$ cat src/rtl/glf_pkg.sv
package glf_pkg;
    localparam int IV_W = 20;
    localparam logic [3:0] OFS_LVL0 = 4'h0;
    localparam logic [3:0] OFS_CLR  = 4'h7;
    localparam logic [3:0] OFS_IV0  = 4'h8;
    localparam logic [3:0] OFS_EN0  = 4'hC;
    localparam int CLR_APPLY_BIT = 0;
    localparam int CLR_FILT_BIT  = 1;

    typedef struct packed {
        logic            filt;
        logic [IV_W-1:0] cnt;
    } line_st_t;
endpackage

$ cat src/rtl/glf_tick.sv
module glf_tick #(
    parameter int DIV = 10
) (
    input  logic clk,
    input  logic rst_n,
    output logic tick
);
    localparam int CW = (DIV > 1) ? $clog2(DIV) : 1;

    logic [CW-1:0] cnt_d, cnt_q;

    always_comb begin
        cnt_d = cnt_q;
        if (cnt_q == CW'(DIV - 1)) cnt_d = '0;
        else                       cnt_d = cnt_q + 1'b1;
    end

    always_ff @(posedge clk or negedge rst_n) begin
        if (!rst_n) cnt_q <= '0;
        else        cnt_q <= cnt_d;
    end

    assign tick = (cnt_q == CW'(DIV - 1));
endmodule

$ cat src/rtl/glf_sync.sv
module glf_sync #(
    parameter int W = 24
) (
    input  logic         clk,
    input  logic         rst_n,
    input  logic [W-1:0] din,
    output logic [W-1:0] dout
);
    logic [W-1:0] s1_q, s2_q;

    always_ff @(posedge clk or negedge rst_n) begin
        if (!rst_n) begin
            s1_q <= '0;
            s2_q <= '0;
        end else begin
            s1_q <= din;
            s2_q <= s1_q;
        end
    end

    assign dout = s2_q;
endmodule

$ cat src/rtl/glf_line.sv
module glf_line
    import glf_pkg::*;
(
    input  logic            clk,
    input  logic            rst_n,
    input  logic            tick,
    input  logic            en,
    input  logic [IV_W-1:0] iv,
    input  logic            restart,
    input  logic            clr,
    input  logic            din,
    output logic            filt
);
    line_st_t st_d, st_q;
    logic [IV_W:0] cnt_inc;

    always_comb begin
        st_d    = st_q;
        cnt_inc = {1'b0, st_q.cnt} + 1'b1;
        if (!en || (iv == '0) || clr) begin
            st_d.filt = din;
            st_d.cnt  = '0;
        end else if (restart || (din == st_q.filt)) begin
            st_d.cnt  = '0;
        end else if (tick) begin
            if (cnt_inc >= {1'b0, iv}) begin
                st_d.filt = din;
                st_d.cnt  = '0;
            end else begin
                st_d.cnt  = cnt_inc[IV_W-1:0];
            end
        end
    end

    always_ff @(posedge clk or negedge rst_n) begin
        if (!rst_n) st_q <= '0;
        else        st_q <= st_d;
    end

    assign filt = st_q.filt;
endmodule

$ cat src/rtl/glitch_filter_bank.sv
module glitch_filter_bank
    import glf_pkg::*;
#(
    parameter int LINES   = 24,
    parameter int CLK_KHZ = 50000
) (
    input  logic             clk,
    input  logic             rst_n,
    input  logic [LINES-1:0] raw_in,
    input  logic [3:0]       bus_addr,
    input  logic [7:0]       bus_wdata,
    input  logic             bus_we,
    output logic [7:0]       bus_rdata,
    output logic [LINES-1:0] filt_out
);
    localparam int NBYTES   = LINES / 8;
    localparam int TICK_RAW = (CLK_KHZ + 2500) / 5000;
    localparam int TICK_DIV = (TICK_RAW < 1) ? 1 : TICK_RAW;

    typedef struct packed {
        logic [LINES-1:0] en;
        logic [IV_W-1:0]  stage;
        logic [IV_W-1:0]  act;
    } regs_t;

    regs_t regs_d, regs_q;
    logic [LINES-1:0] sync_q;
    logic             tick;
    logic             clr_wr, apply, clr_f;
    logic [LINES-1:0] en_q;
    logic [IV_W-1:0]  act_q;

    assign clr_wr = bus_we && (bus_addr == OFS_CLR);
    assign apply  = clr_wr && bus_wdata[CLR_APPLY_BIT];
    assign clr_f  = clr_wr && bus_wdata[CLR_FILT_BIT];
    assign en_q   = regs_q.en;
    assign act_q  = regs_q.act;

    glf_tick #(.DIV(TICK_DIV)) u_tick (
        .clk(clk), .rst_n(rst_n), .tick(tick)
    );

    glf_sync #(.W(LINES)) u_sync (
        .clk(clk), .rst_n(rst_n), .din(raw_in), .dout(sync_q)
    );

    for (genvar i = 0; i < LINES; i++) begin : g_line
        glf_line u_line (
            .clk(clk), .rst_n(rst_n), .tick(tick),
            .en(regs_q.en[i]), .iv(regs_q.act),
            .restart(apply), .clr(clr_f),
            .din(sync_q[i]), .filt(filt_out[i])
        );
    end

    always_comb begin
        regs_d = regs_q;
        if (bus_we) begin
            if (bus_addr == OFS_IV0)         regs_d.stage[7:0]   = bus_wdata;
            if (bus_addr == OFS_IV0 + 4'd1)  regs_d.stage[15:8]  = bus_wdata;
            if (bus_addr == OFS_IV0 + 4'd2)  regs_d.stage[19:16] = bus_wdata[3:0];
            for (int k = 0; k < NBYTES; k++) begin
                if (bus_addr == OFS_EN0 + 4'(k)) regs_d.en[k*8 +: 8] = bus_wdata;
            end
        end
        if (apply) regs_d.act = regs_q.stage;
    end

    always_ff @(posedge clk or negedge rst_n) begin
        if (!rst_n) regs_q <= '0;
        else        regs_q <= regs_d;
    end

    always_comb begin
        bus_rdata = '0;
        for (int k = 0; k < NBYTES; k++) begin
            if (bus_addr == OFS_LVL0 + 4'(k)) bus_rdata = filt_out[k*8 +: 8];
            if (bus_addr == OFS_EN0 + 4'(k))  bus_rdata = regs_q.en[k*8 +: 8];
        end
        if (bus_addr == OFS_IV0)        bus_rdata = regs_q.stage[7:0];
        if (bus_addr == OFS_IV0 + 4'd1) bus_rdata = regs_q.stage[15:8];
        if (bus_addr == OFS_IV0 + 4'd2) bus_rdata = {4'h0, regs_q.stage[19:16]};
    end
endmodule

$ cat config.mk
export PLATFORM = sky130hd
export DESIGN_NAME = glitch_filter_bank
export DESIGN_NICKNAME = d
export VERILOG_FILES = /design/src/rtl/glf_pkg.sv /design/src/rtl/glf_tick.sv /design/src/rtl/glf_sync.sv /design/src/rtl/glf_line.sv /design/src/rtl/glitch_filter_bank.sv
export SDC_FILE = /design/constraint.sdc
export NUM_CORES = 2
export LEC_CHECK = 0
export BUFFER_PORTS_ARGS = -buffer_cell sky130_fd_sc_hd__buf_2
export CAP_MARGIN = 15
export CORE_MARGIN = 4
export CORE_UTILIZATION = 30
export CTS_CLUSTER_SIZE = 28
export DETAILED_ROUTE_END_ITERATION = 16
export SLEW_MARGIN = 20
export SYNTH_ARGS = -nofsm -noshare
export SYNTH_HDL_FRONTEND = slang
export SYNTH_SLANG_ARGS = --single-unit
export TNS_END_PERCENT = 100
$ cat constraint.sdc
create_clock -name clk -period 3.4 [get_ports clk]
set_input_delay 0.34 -clock clk [delete_from_list [all_inputs] [get_ports clk]]
set_output_delay 0.34 -clock clk [all_outputs]
set_load 0.05 [all_outputs]
==> results.cfg <==
[critical_path]
critPathCaptureType = flop
r2r-end = g_line[6].u_line.st_q[12]$_DFFE_PN0P_
r2r_slack_ps = -310
worstPathCellList = and2_1 > nand4_1 > or2_4 > buf_4 > nor2_1 > nand3_1 > xnor2_2 > ha_1 > nand2_1 > o21ai_1 > a311o_1 > or4_4 > o21ai_4 > buf_12 > buf_16 > a21oi_1 > a31oi_1
required_ps = 3950
worstPathMaxFanout = 5
r2r_start = g_line[6].u_line.st_q[3]$_DFFE_PN0P_
critical_path_class = flop to flop
cpMaxStageDelayCell = or4_4
worstSetupStartpointType = flop
worst_path_largest_cell_delay_ps = 430
critPathArrivalTime_ps = 4260
worstRegToRegCells = 17
worstSetupStartpoint = g_line[6].u_line.st_q[3]$_DFFE_PN0P_

[global_routing]
grt_pass1_wl_mm = 232.9
antenna_found_initial = 13
grt_max_degree = 103
grt_overflow = 0
grt_pass1_vias = 40350
gr-usage-all-layers = 0.1850

[timing]
whs_ps = 80.02
slew_headroom = 0.1736
fin_crit_ps = 3708
hold_violations = 0
finalSetupTns_ps = -9457
report.final.slew_viol_count = 0
timing.fmax_mhz = 269.7
grt_setup_unrepaired = true
finalClockSkew_ps = 42.42
fin_crit_sh = 1.091
worst-slew-pin-transition_ps = 1240
finalWorstSetupSlack_ps = -308.5
finalSetupViolCount = 73

[cells_and_area]
synthToLayoutAreaGrowth_pct = 30.51
design_area_um2 = 59310
finalNetCount = 6192
final_layout_size_suffix_gt1_frac = 0.2737
fin_cells = 7732

[floorplanning]
die_w_um = 397.2
ios = 71
dieHeight_um = 397.2
initial_core_util = 0.3027
core_area_um2 = 150100
rows = 142
dieArea_um2 = 157800

[min_path]
hold_end = en_q[9]$_DFFE_PN0P_
hp-start = bus_wdata[1]
hold_depth = 2
hold_class = primary input to flop

[pwr]
comb_power_share = 0.309
seq_power_share = 0.338
p_leak_nw = 28.34
clkPwrFrac = 0.353
pwr_density_cell_nw_per_um2 = 409.8
ir_drop_mv = 0.3970
p_int_mw = 15.43
swShare = 0.3650
power_switching_mw = 8.872

[route]
drc = 0
drt-total-wl_mm = 155.0
routedWlPerCell_um = 20.04
firstDrtPassIters = 6
drt_iter0_drc = 3222
antenna_left = 0
num_vias = 42340
viasPerCell = 5.475

[synthesis]
yosys_warnings = 0
yosys-top-cells-count = dfrtp_1, nand2_1, ha_1, nand3_1, xnor2_1
ys_top_cells_by_area = dfrtp_1, ha_1, xnor2_1
synth_edf_count = 0
syn_inst = 4948
synth_cell_type_count = 94
synth_top_area_frac = 0.3414
ys.flop_type = dfrtp_1
yosysMostFrequentCell = dfrtp_1
synth_area_per_cell_um2 = 9.184
synth_top_area_cell = dfrtp_1
syn_nets = 5491
async_flop_share = 1.000
synth-seq-area-share = 0.3414
ys_ff_latch = 620
synth_area_um2 = 45440

[cts]
cts_root_buf = clkbuf_16
clkTransAtPathRegs_ps = 60
clk_latency_ps = 670
h-tree-depth = 3
cts_sinks = 620
cts_tree = done
cts_buffers = 77
clk_path_buf_depth = 3

[place]
place_hpwl_mm = 106.3
pre_cts_slack_ps = -434.0
dp.cells = 7358
port-buffer-count = 70
place_area_um2 = 52040
routabilityCongestion = 0.9035

[run]
drv_cap = 0

[status]
failed_checks = setup timing
run_status = finished with violations
==> state kept, by name (all words and copies together), names as in the netlist <==
register,count
act_q,20
en_q,24
g_line.u_line.filt,24
g_line.u_line.st_q,480
u_tick.cnt_q,4
regs_q,20
u_sync.dout,24
u_sync.s1_q,24
==> timing repair <==
action	CTS	global route
setup buffers	75	111
hold buffers	31	0
endpoints found under the setup margin	192	480
hold endpoints to repair	94	0
pin swaps	58	287
gates cloned	11	12
resized for setup	122	496
==> cells by family (layout without fill, tap and decap cells) <==
kind of cell | count (synthesis) | after routing | synth area share
AO/OA/AOI/OAI | 1137 | 1137 | 0.1758
XOR/XNOR | 405 | 405 | 0.07805
adder cells (fa/ha/maj) | 504 | 504 | 0.1388
buffers and inverters | 328 | 1087 | 0.03174
flip-flops | 620 | 620 | 0.3414
multiplexers | 110 | 110 | 0.02627
other | 0 | 9 | 0
AND/OR/NAND/NOR | 1844 | 1844 | 0.2080
==> cell type report <==
type	count	area, um^2
well taps	2016	2522
clock inverters	28	351.6
inverters	114	427.9
multi-input cells	4000	31070
clock buffers	109	2258
flip-flops and latches	620	15540
fillers	14570	90820
diodes	9	22.52
repair buffers	836	7126
==> worst max-delay path, delay by kind of cell (launching register included) <==
family	cells	cell delay, ps
buffers and inverters	3	380
AO/OA/AOI/OAI	5	830
adder cells (fa/ha/maj)	1	290
flip-flops	1	360
AND/OR/NAND/NOR	7	1510
XOR/XNOR	1	230
==> layer usage <==
layer | vias up | track usage | share of wire
met3 | 302 | 0.03582 | 0.071
met4 | 4 | 0.05618 | 0.034
li1 | 19830 | - | -
met1 | 20890 | 0.2548 | 0.44
met2 | 1310 | 0.2932 | 0.45
met5 | - | 0 | 0.00017
==> worst max path at each step <==
stage	end	cells after the start
6_report	g_line[6].u_line.st_q[12]$_DFFE_PN0P_	17
5_1_grt	g_line[6].u_line.st_q[12]$_DFFE_PN0P_	17
4_1_cts	g_line[7].u_line.st_q[6]$_DFFE_PN0P_	17
3_5_place_dp	g_line[5].u_line.st_q[13]$_DFFE_PN0P_	15
3_3_place_gp	g_line[5].u_line.st_q[13]$_DFFE_PN0P_	15
2_1_floorplan	g_line[6].u_line.st_q[16]$_DFFE_PN0P_	14
==> stage by stage <==
step	utilization	total power [mW]
floorplan	-	11.58
global placement	0.3466	14.52
detailed placement	0.3466	14.69
CTS	0.3749	23.82
global route	0.3949	25.28
finish	0.3951	24.30
==> power by group through the flow <==
stage          registers [mW]  clock network, mW  logic, mW
2_1_floorplan            8.02                  0       3.57
3_5_place_dp             8.31                  0       6.37
5_1_grt                  8.21               9.04       8.03
6_report                 8.20               8.58       7.52
3_3_place_gp             8.30                  0       6.22
4_1_cts                  8.18               8.78       6.86
==> layout by cell type, fill, tap and decap left out, types with 146 or more instances in the layout <==
cell and n:
a21oi_1 160, buf_4 624, dfrtp_1 603, ha_1 472, nand2_1 521, nand3_1 251
nor2_1 201, o21ai_0 157, xnor2_1 225, xor2_1 146
No activity file was read; power rests on OpenSTA's default activity.
